## src/rtl/chanCmdPkg.sv

```systemverilog
package chanCmdPkg;

  localparam int CMD_W  = 8;
  localparam int PAY_W  = CMD_W - 1;
  localparam int N_STEP = 7;

  // mode 0 bit positions inside the written byte
  localparam int BIT_MODE   = 7;
  localparam int BIT_CLEAR  = 6;
  localparam int BIT_INIT   = 5;
  localparam int BIT_RSTALL = 4;
  localparam int BIT_TXEN   = 3;
  localparam int BIT_TXDIS  = 2;
  localparam int BIT_RXEN   = 1;
  localparam int BIT_RXDIS  = 0;

  // step slots, lowest index runs first
  localparam int STEP_CLEAR  = 0;
  localparam int STEP_INIT   = 1;
  localparam int STEP_RXEN   = 2;
  localparam int STEP_RXDIS  = 3;
  localparam int STEP_TXEN   = 4;
  localparam int STEP_TXDIS  = 5;
  localparam int STEP_RSTALL = 6;

  // control -> datapath
  typedef struct packed {
    logic [N_STEP-1:0] retire;
    logic              retireTmr;
    logic              finish;
  } seqCtl_t;

  // outgoing action strobes
  typedef struct packed {
    logic tmr;
    logic rstAll;
    logic txDis;
    logic txEn;
    logic rxDis;
    logic rxEn;
    logic init;
    logic clrDma;
    logic clrStat;
    logic flush;
  } strobe_t;

endpackage

```

## src/rtl/chanCmdPick.sv

```systemverilog
module chanCmdPick #(
  parameter int N = 7
) (
  input  logic [N-1:0] req,
  output logic [N-1:0] grant,
  output logic         anyReq
);

  logic [N:0] seen;

  assign seen[0] = 1'b0;

  generate
    for (genvar i = 0; i < N; i++) begin : gSlot
      assign grant[i]  = req[i] & ~seen[i];
      assign seen[i+1] = seen[i] | req[i];
    end
  endgenerate

  assign anyReq = seen[N];

endmodule

```

## src/rtl/chanCmdData.sv

```systemverilog
module chanCmdData
  import chanCmdPkg::*;
(
  input  logic                clk,
  input  logic                rstN,
  input  logic                wrEn,
  input  logic [CMD_W-1:0]    wrData,
  input  logic                stall,
  input  seqCtl_t             ctl,
  output logic [CMD_W-1:0]    cmdReg,
  output logic [N_STEP-1:0]   pendMask,
  output logic                tmrPend,
  output logic                wrErr
);

  logic idle;
  logic accept;
  logic [N_STEP-1:0] newMask;

  function automatic logic [N_STEP-1:0] decodeCtl(input logic [PAY_W-1:0] b);
    logic [N_STEP-1:0] m;
    m = '0;
    if (b[BIT_RSTALL]) begin
      m[STEP_RSTALL] = 1'b1;
    end else begin
      m[STEP_CLEAR] = b[BIT_CLEAR];
      m[STEP_INIT]  = b[BIT_INIT];
      m[STEP_RXEN]  = b[BIT_RXEN];
      m[STEP_RXDIS] = b[BIT_RXDIS];
      m[STEP_TXEN]  = b[BIT_TXEN];
      m[STEP_TXDIS] = b[BIT_TXDIS];
    end
    return m;
  endfunction

  assign idle    = (cmdReg == '0);
  assign accept  = wrEn & idle;
  assign newMask = wrData[BIT_MODE] ? '0 : decodeCtl(wrData[PAY_W-1:0]);

  always_ff @(posedge clk or negedge rstN) begin
    if (!rstN) begin
      cmdReg   <= '0;
      pendMask <= '0;
      tmrPend  <= 1'b0;
      wrErr    <= 1'b0;
    end else if (accept) begin
      cmdReg   <= wrData;
      pendMask <= newMask;
      tmrPend  <= wrData[BIT_MODE];
      wrErr    <= 1'b0;
    end else begin
      if (wrEn) wrErr <= 1'b1;
      pendMask <= pendMask & ~ctl.retire;
      if (ctl.retireTmr) tmrPend <= 1'b0;
      if (ctl.finish)    cmdReg  <= '0;
    end
  end

  AST_BUSY_WRITE_KEEPS: assert property (@(posedge clk) disable iff (!rstN)
    (wrEn && cmdReg != '0 && !ctl.finish) |=> (cmdReg == $past(cmdReg)));
  AST_BUSY_WRITE_FLAGS: assert property (@(posedge clk) disable iff (!rstN)
    (wrEn && cmdReg != '0) |=> wrErr);
  AST_FINISH_CLEARS: assert property (@(posedge clk) disable iff (!rstN)
    ctl.finish |=> (cmdReg == '0));
  AST_BUSY_HAS_WORK: assert property (@(posedge clk) disable iff (!rstN)
    (cmdReg != '0) |-> ((pendMask != '0) || tmrPend));
  AST_STALL_FREEZES: assert property (@(posedge clk) disable iff (!rstN)
    (stall && cmdReg != '0) |=> (pendMask == $past(pendMask) && cmdReg == $past(cmdReg)));
  AST_ZERO_WRITE_IDLE: assert property (@(posedge clk) disable iff (!rstN)
    (wrEn && cmdReg == '0 && wrData == '0) |=> (cmdReg == '0 && pendMask == '0 && !tmrPend));

endmodule

```

## src/rtl/chanCmdCtrl.sv

```systemverilog
module chanCmdCtrl
  import chanCmdPkg::*;
(
  input  logic              clk,
  input  logic              rstN,
  input  logic [N_STEP-1:0] pendMask,
  input  logic              tmrPend,
  input  logic              stall,
  output seqCtl_t           ctl,
  output strobe_t           strb
);

  logic [N_STEP-1:0] grant;
  logic              anyStep;
  logic              go;

  chanCmdPick #(.N(N_STEP)) uPick (
    .req    (pendMask),
    .grant  (grant),
    .anyReq (anyStep)
  );

  assign go = ~stall & (anyStep | tmrPend);

  always_comb begin
    ctl.retire    = go ? grant : '0;
    ctl.retireTmr = go & tmrPend;
    ctl.finish    = go & ((pendMask & ~grant) == '0);
  end

  always_comb begin
    strb         = '0;
    strb.tmr     = ctl.retireTmr;
    strb.flush   = ctl.retire[STEP_CLEAR];
    strb.clrStat = ctl.retire[STEP_CLEAR];
    strb.clrDma  = ctl.retire[STEP_CLEAR];
    strb.init    = ctl.retire[STEP_INIT];
    strb.rxEn    = ctl.retire[STEP_RXEN];
    strb.rxDis   = ctl.retire[STEP_CLEAR] | ctl.retire[STEP_RXDIS];
    strb.txEn    = ctl.retire[STEP_TXEN];
    strb.txDis   = ctl.retire[STEP_CLEAR] | ctl.retire[STEP_TXDIS];
    strb.rstAll  = ctl.retire[STEP_RSTALL];
  end

  AST_ONE_STEP_PER_CYCLE: assert property (@(posedge clk) disable iff (!rstN)
    $onehot0(ctl.retire));
  AST_TMR_EXCLUSIVE: assert property (@(posedge clk) disable iff (!rstN)
    ctl.retireTmr |-> (ctl.retire == '0));
  AST_RSTALL_ALONE: assert property (@(posedge clk) disable iff (!rstN)
    strb.rstAll |-> ($countones(strb) == 1));
  AST_RSTALL_ONCE: assert property (@(posedge clk) disable iff (!rstN)
    strb.rstAll |=> !strb.rstAll);

endmodule

```

## src/rtl/chanCmdSeq.sv

```systemverilog
module chanCmdSeq
  import chanCmdPkg::*;
(
  input  logic             clk,
  input  logic             rstN,
  input  logic             wrEn,
  input  logic [7:0]       wrData,
  input  logic             stall,
  output logic [7:0]       rdData,
  output logic             busy,
  output logic             wrErr,
  output logic             flushFifos,
  output logic             clrStatus,
  output logic             clrDma,
  output logic             initCh,
  output logic             rxEn,
  output logic             rxDis,
  output logic             txEn,
  output logic             txDis,
  output logic             rstAll,
  output logic             tmrCmd,
  output logic [6:0]       tmrData
);

  logic [CMD_W-1:0]  cmdReg;
  logic [N_STEP-1:0] pendMask;
  logic              tmrPend;
  seqCtl_t           ctl;
  strobe_t           strb;

  chanCmdData uData (
    .clk      (clk),
    .rstN     (rstN),
    .wrEn     (wrEn),
    .wrData   (wrData),
    .stall    (stall),
    .ctl      (ctl),
    .cmdReg   (cmdReg),
    .pendMask (pendMask),
    .tmrPend  (tmrPend),
    .wrErr    (wrErr)
  );

  chanCmdCtrl uCtrl (
    .clk      (clk),
    .rstN     (rstN),
    .pendMask (pendMask),
    .tmrPend  (tmrPend),
    .stall    (stall),
    .ctl      (ctl),
    .strb     (strb)
  );

  assign rdData     = cmdReg;
  assign busy       = |cmdReg;
  assign flushFifos = strb.flush;
  assign clrStatus  = strb.clrStat;
  assign clrDma     = strb.clrDma;
  assign initCh     = strb.init;
  assign rxEn       = strb.rxEn;
  assign rxDis      = strb.rxDis;
  assign txEn       = strb.txEn;
  assign txDis      = strb.txDis;
  assign rstAll     = strb.rstAll;
  assign tmrCmd     = strb.tmr;
  assign tmrData    = strb.tmr ? cmdReg[PAY_W-1:0] : '0;

  AST_TMR_CLEARS_NEXT: assert property (@(posedge clk) disable iff (!rstN)
    tmrCmd |=> !busy);
  AST_IDLE_QUIET: assert property (@(posedge clk) disable iff (!rstN)
    !busy |-> (strb == '0));

endmodule

```

## config.mk

```make
export PLATFORM = sky130hd
export DESIGN_NAME = chanCmdSeq
export DESIGN_NICKNAME = d
export VERILOG_FILES = /design/src/rtl/chanCmdPkg.sv /design/src/rtl/chanCmdPick.sv /design/src/rtl/chanCmdData.sv /design/src/rtl/chanCmdCtrl.sv /design/src/rtl/chanCmdSeq.sv
export SDC_FILE = /design/constraint.sdc
export NUM_CORES = 1
export LEC_CHECK = 0
export ABC_AREA = 1
export BUFFER_PORTS_ARGS = -buffer_cell sky130_fd_sc_hd__buf_2
export CORE_ASPECT_RATIO = 1.25
export CORE_MARGIN = 3
export CORE_UTILIZATION = 35
export CTS_CLUSTER_DIAMETER = 150
export DETAILED_ROUTE_END_ITERATION = 12
export HOLD_SLACK_MARGIN = 0.15
export SLEW_MARGIN = 15
export SYNTH_ARGS = -nofsm -noshare
export SYNTH_HDL_FRONTEND = slang
export SYNTH_SLANG_ARGS = --single-unit
export TNS_END_PERCENT = 20
```

## constraint.sdc

```tcl
create_clock -name clk -period 1.5 [get_ports clk]
set_input_delay 0.225 -clock clk [delete_from_list [all_inputs] [get_ports clk]]
set_output_delay 0.225 -clock clk [all_outputs]
set_load 0.01 [all_outputs]
```

==> results.toml <==
[logic_synthesis]
ys.warnings.count = 0
syn_inst = 134
syn-num-nets = 146
netlist_top_cells_area = "dfrtp_1 (43%), nand3_1 (12%), nand2_1 (11%), inv_1 (8.3%), nor2_1 (7.2%)"
yosysUniqueCellTypes = 18
syn_area_sq_um = 992
synth_top_cell_area_share_pct = 42.9
synth_top_cell_by_area = "dfrtp_1"
ys_seq_elements = 17
syn_avg_cell_area_sq_um = 7.40
seq_area_frac_synth_pct = 42.9

[global_route]
antenna_found_initial = 0
grt_util_all_layers_pct = 17.3
grt_max_degree = 18
gr-total-overflow = 0
grt_pass1_wl_microns = 4550
grt_pass1_vias = 1040

[routing]
wire_per_inst_microns = 11.6
routed_wl_microns = 2590
firstDrtPassIters = 4
route.vias.total = 1081
drtAntennaViolNets = 0
via_per_inst = 4.85
drc = 0
drt_iter0_drc = 23

[clock_network]
cts.clk_slew.worst_paths_ns = 0.09
tritoncts = "built"
clock_sinks = 17
root_buffer = "clkbuf_4"
insertion_delay_ns = 0.29
numCtsBuffers = 3
cts_max_path_buffers = 2
h-tree-depth = 1

[cells_and_area]
synthToLayoutAreaGrowth_pct = 42.9
layout-drive-gt1-share_pct = 42.1
fin_util_pct = 55.0
mostFrequentLayoutCells = "buf_2 (36), nand2_1 (29), nand3_1 (19)"
n_antenna_cell = 0
final_common_cell = "buf_2"
final_area_sq_um = 1420
finalNetCount = 203

[hold_path]
min_path_cells = 3
hp-start = "wrData[1]"
holdPathEnd = "uData.cmdReg[1]"
hold_class = "primary input to flip-flop"

[placement]
port_buffers = 38
place_area_sq_um = 1240
dp_hpwl_microns = 2060
place_ws_ns = 0.0107
gp_congestion = 0.826

[worst_setup_path]
critPathLaunch = "uData.pendMask[0]"
reg2reg_setup_slack_ns = -0.16
reg2regPathDepth = 9
rr_endpoint = "uData.pendMask[3]"
crit_path_end_kind = "output port"
cp-start-kind = "flip-flop"
path_class = "flip-flop to output port"
r2r-start = "uData.pendMask[0]"
cp.required_ns = 1.27
crit_fanout = 6
cp.arrival_ns = 1.49

[flow_run]
cap_violations = 0

[sta]
worst_slew_pin_slew_ns = 0.384
finalHoldViolations = 0
relSlewSlack_pct = 74.4
setup_slack_ns = -0.213
rsz0062_at_grt = "yes"
fin_crit_sh_pct = 114
hold_ws_ns = 0.165
clock.fmax_ghz = 0.584
fin_skew_ns = 0.0108
min_period_ns = 1.71
final.setup.tns_ns = -1.97
setup_viol = 17
drv_slew = 0

[floorplanning]
die_area_sq_um = 3510
rows = 20
start_util_pct = 38.5
die_h_microns = 65.5
die_width_microns = 53.6
ios = 39
coreArea_sq_um = 2580

[run_status]
failed_checks = "negative setup slack"
outcome = "complete, but fails checks"

[power_and_ir_drop]
ir_drop_mv = 0.789
p_leak_nw = 0.795
powerDensity_nw_per_um2 = 1660
## synthesized netlist by cell type
master and instances:
o31ai_1 1, nand3_1 23, dfrtp_1 17, a21oi_1 1, nand3b_1 1, inv_2 2, a21oi_4 1, buf_4 4
nor2_1 19, nor4_1 1, nor2_2 1, nor2_4 3, o21ai_0 6, nand4_1 1, nand4_4 1, inv_1 22
nand2_1 29, nand2_4 1
## worst max-delay path by stage
| stage | depth (start not counted) | slack, ns | end |
|---|---|---|---|
| floorplan | 7 | 0.06 | clrStatus |
| global placement | 7 | 0.06 | txDis |
| detailed placement | 7 | 0.01 | rxDis |
| CTS | 7 | -0.23 | rxDis |
| global route | 7 | -0.31 | rxDis |
| finish | 7 | -0.21 | rxDis |
## through the flow
stage	total power [mW]	std cells
3_5_place_dp	1.90	205
6_report	2.35	223
2_1_floorplan	1.50	134
4_1_cts	2.29	221
3_3_place_gp	1.87	205
5_1_grt	2.56	223
## repair_timing
item	CTS	global route
resized for setup	4	14
setup buffers	10	2
hold buffers	2	0
pin swaps	3	5
endpoints found under the hold margin	18	0
endpoints found under the setup margin	9	28
## cells by family after synthesis
| group | synth area share, % |
|---|---|
| buffers and inverters | 12.1 |
| AOI/OAI and AO/OA | 5.93 |
| DFF | 42.9 |
| and+or+nand+nor | 39.1 |
## layout make-up
cell class                 count  area (sq um)
tap                           33          41.3
fill                         265          1160
multi-input combinational     89           477
clock buffer                   4          26.3
timing repair buffer          56           355
inverter                      24          90.1
sequential                    17           428
## state kept, by name (all words and copies together) (netlist names)
| signal | count |
|---|---|
| uData.tmrPend | 1 |
| uData.cmdReg | 8 |
| uData.pendMask | 7 |
| uData.wrErr | 1 |
## metal layers
metal | GRT usage [%] | wire [microns] | up-vias
met2 | 30.5 | 1410 | 33
li1 | - | - | 534
met4 | 5.75 | 18 | 0
met1 | 20.4 | 1010 | 512
met3 | 2.95 | 153 | 2
met5 | 0 | 0 | -
## where the power goes
part	leakage (nW)	switching [mW]	internal [mW]	total [mW]
combinational	0.559	0.782	0.612	1.39
sequential	0.222	0.113	0.597	0.710
clock	0.0150	0.139	0.103	0.242
## critical path, stage by stage (launching register included)
cell and delay [ns]:
dfrtp_2 0.45, nor2_4 0.15, nand4_4 0.11, nor2_4 0.13
a21oi_4 0.09, nand2_1 0.09, o21ai_1 0.06, buf_2 0.14
(Power assumes the default switching activity.)
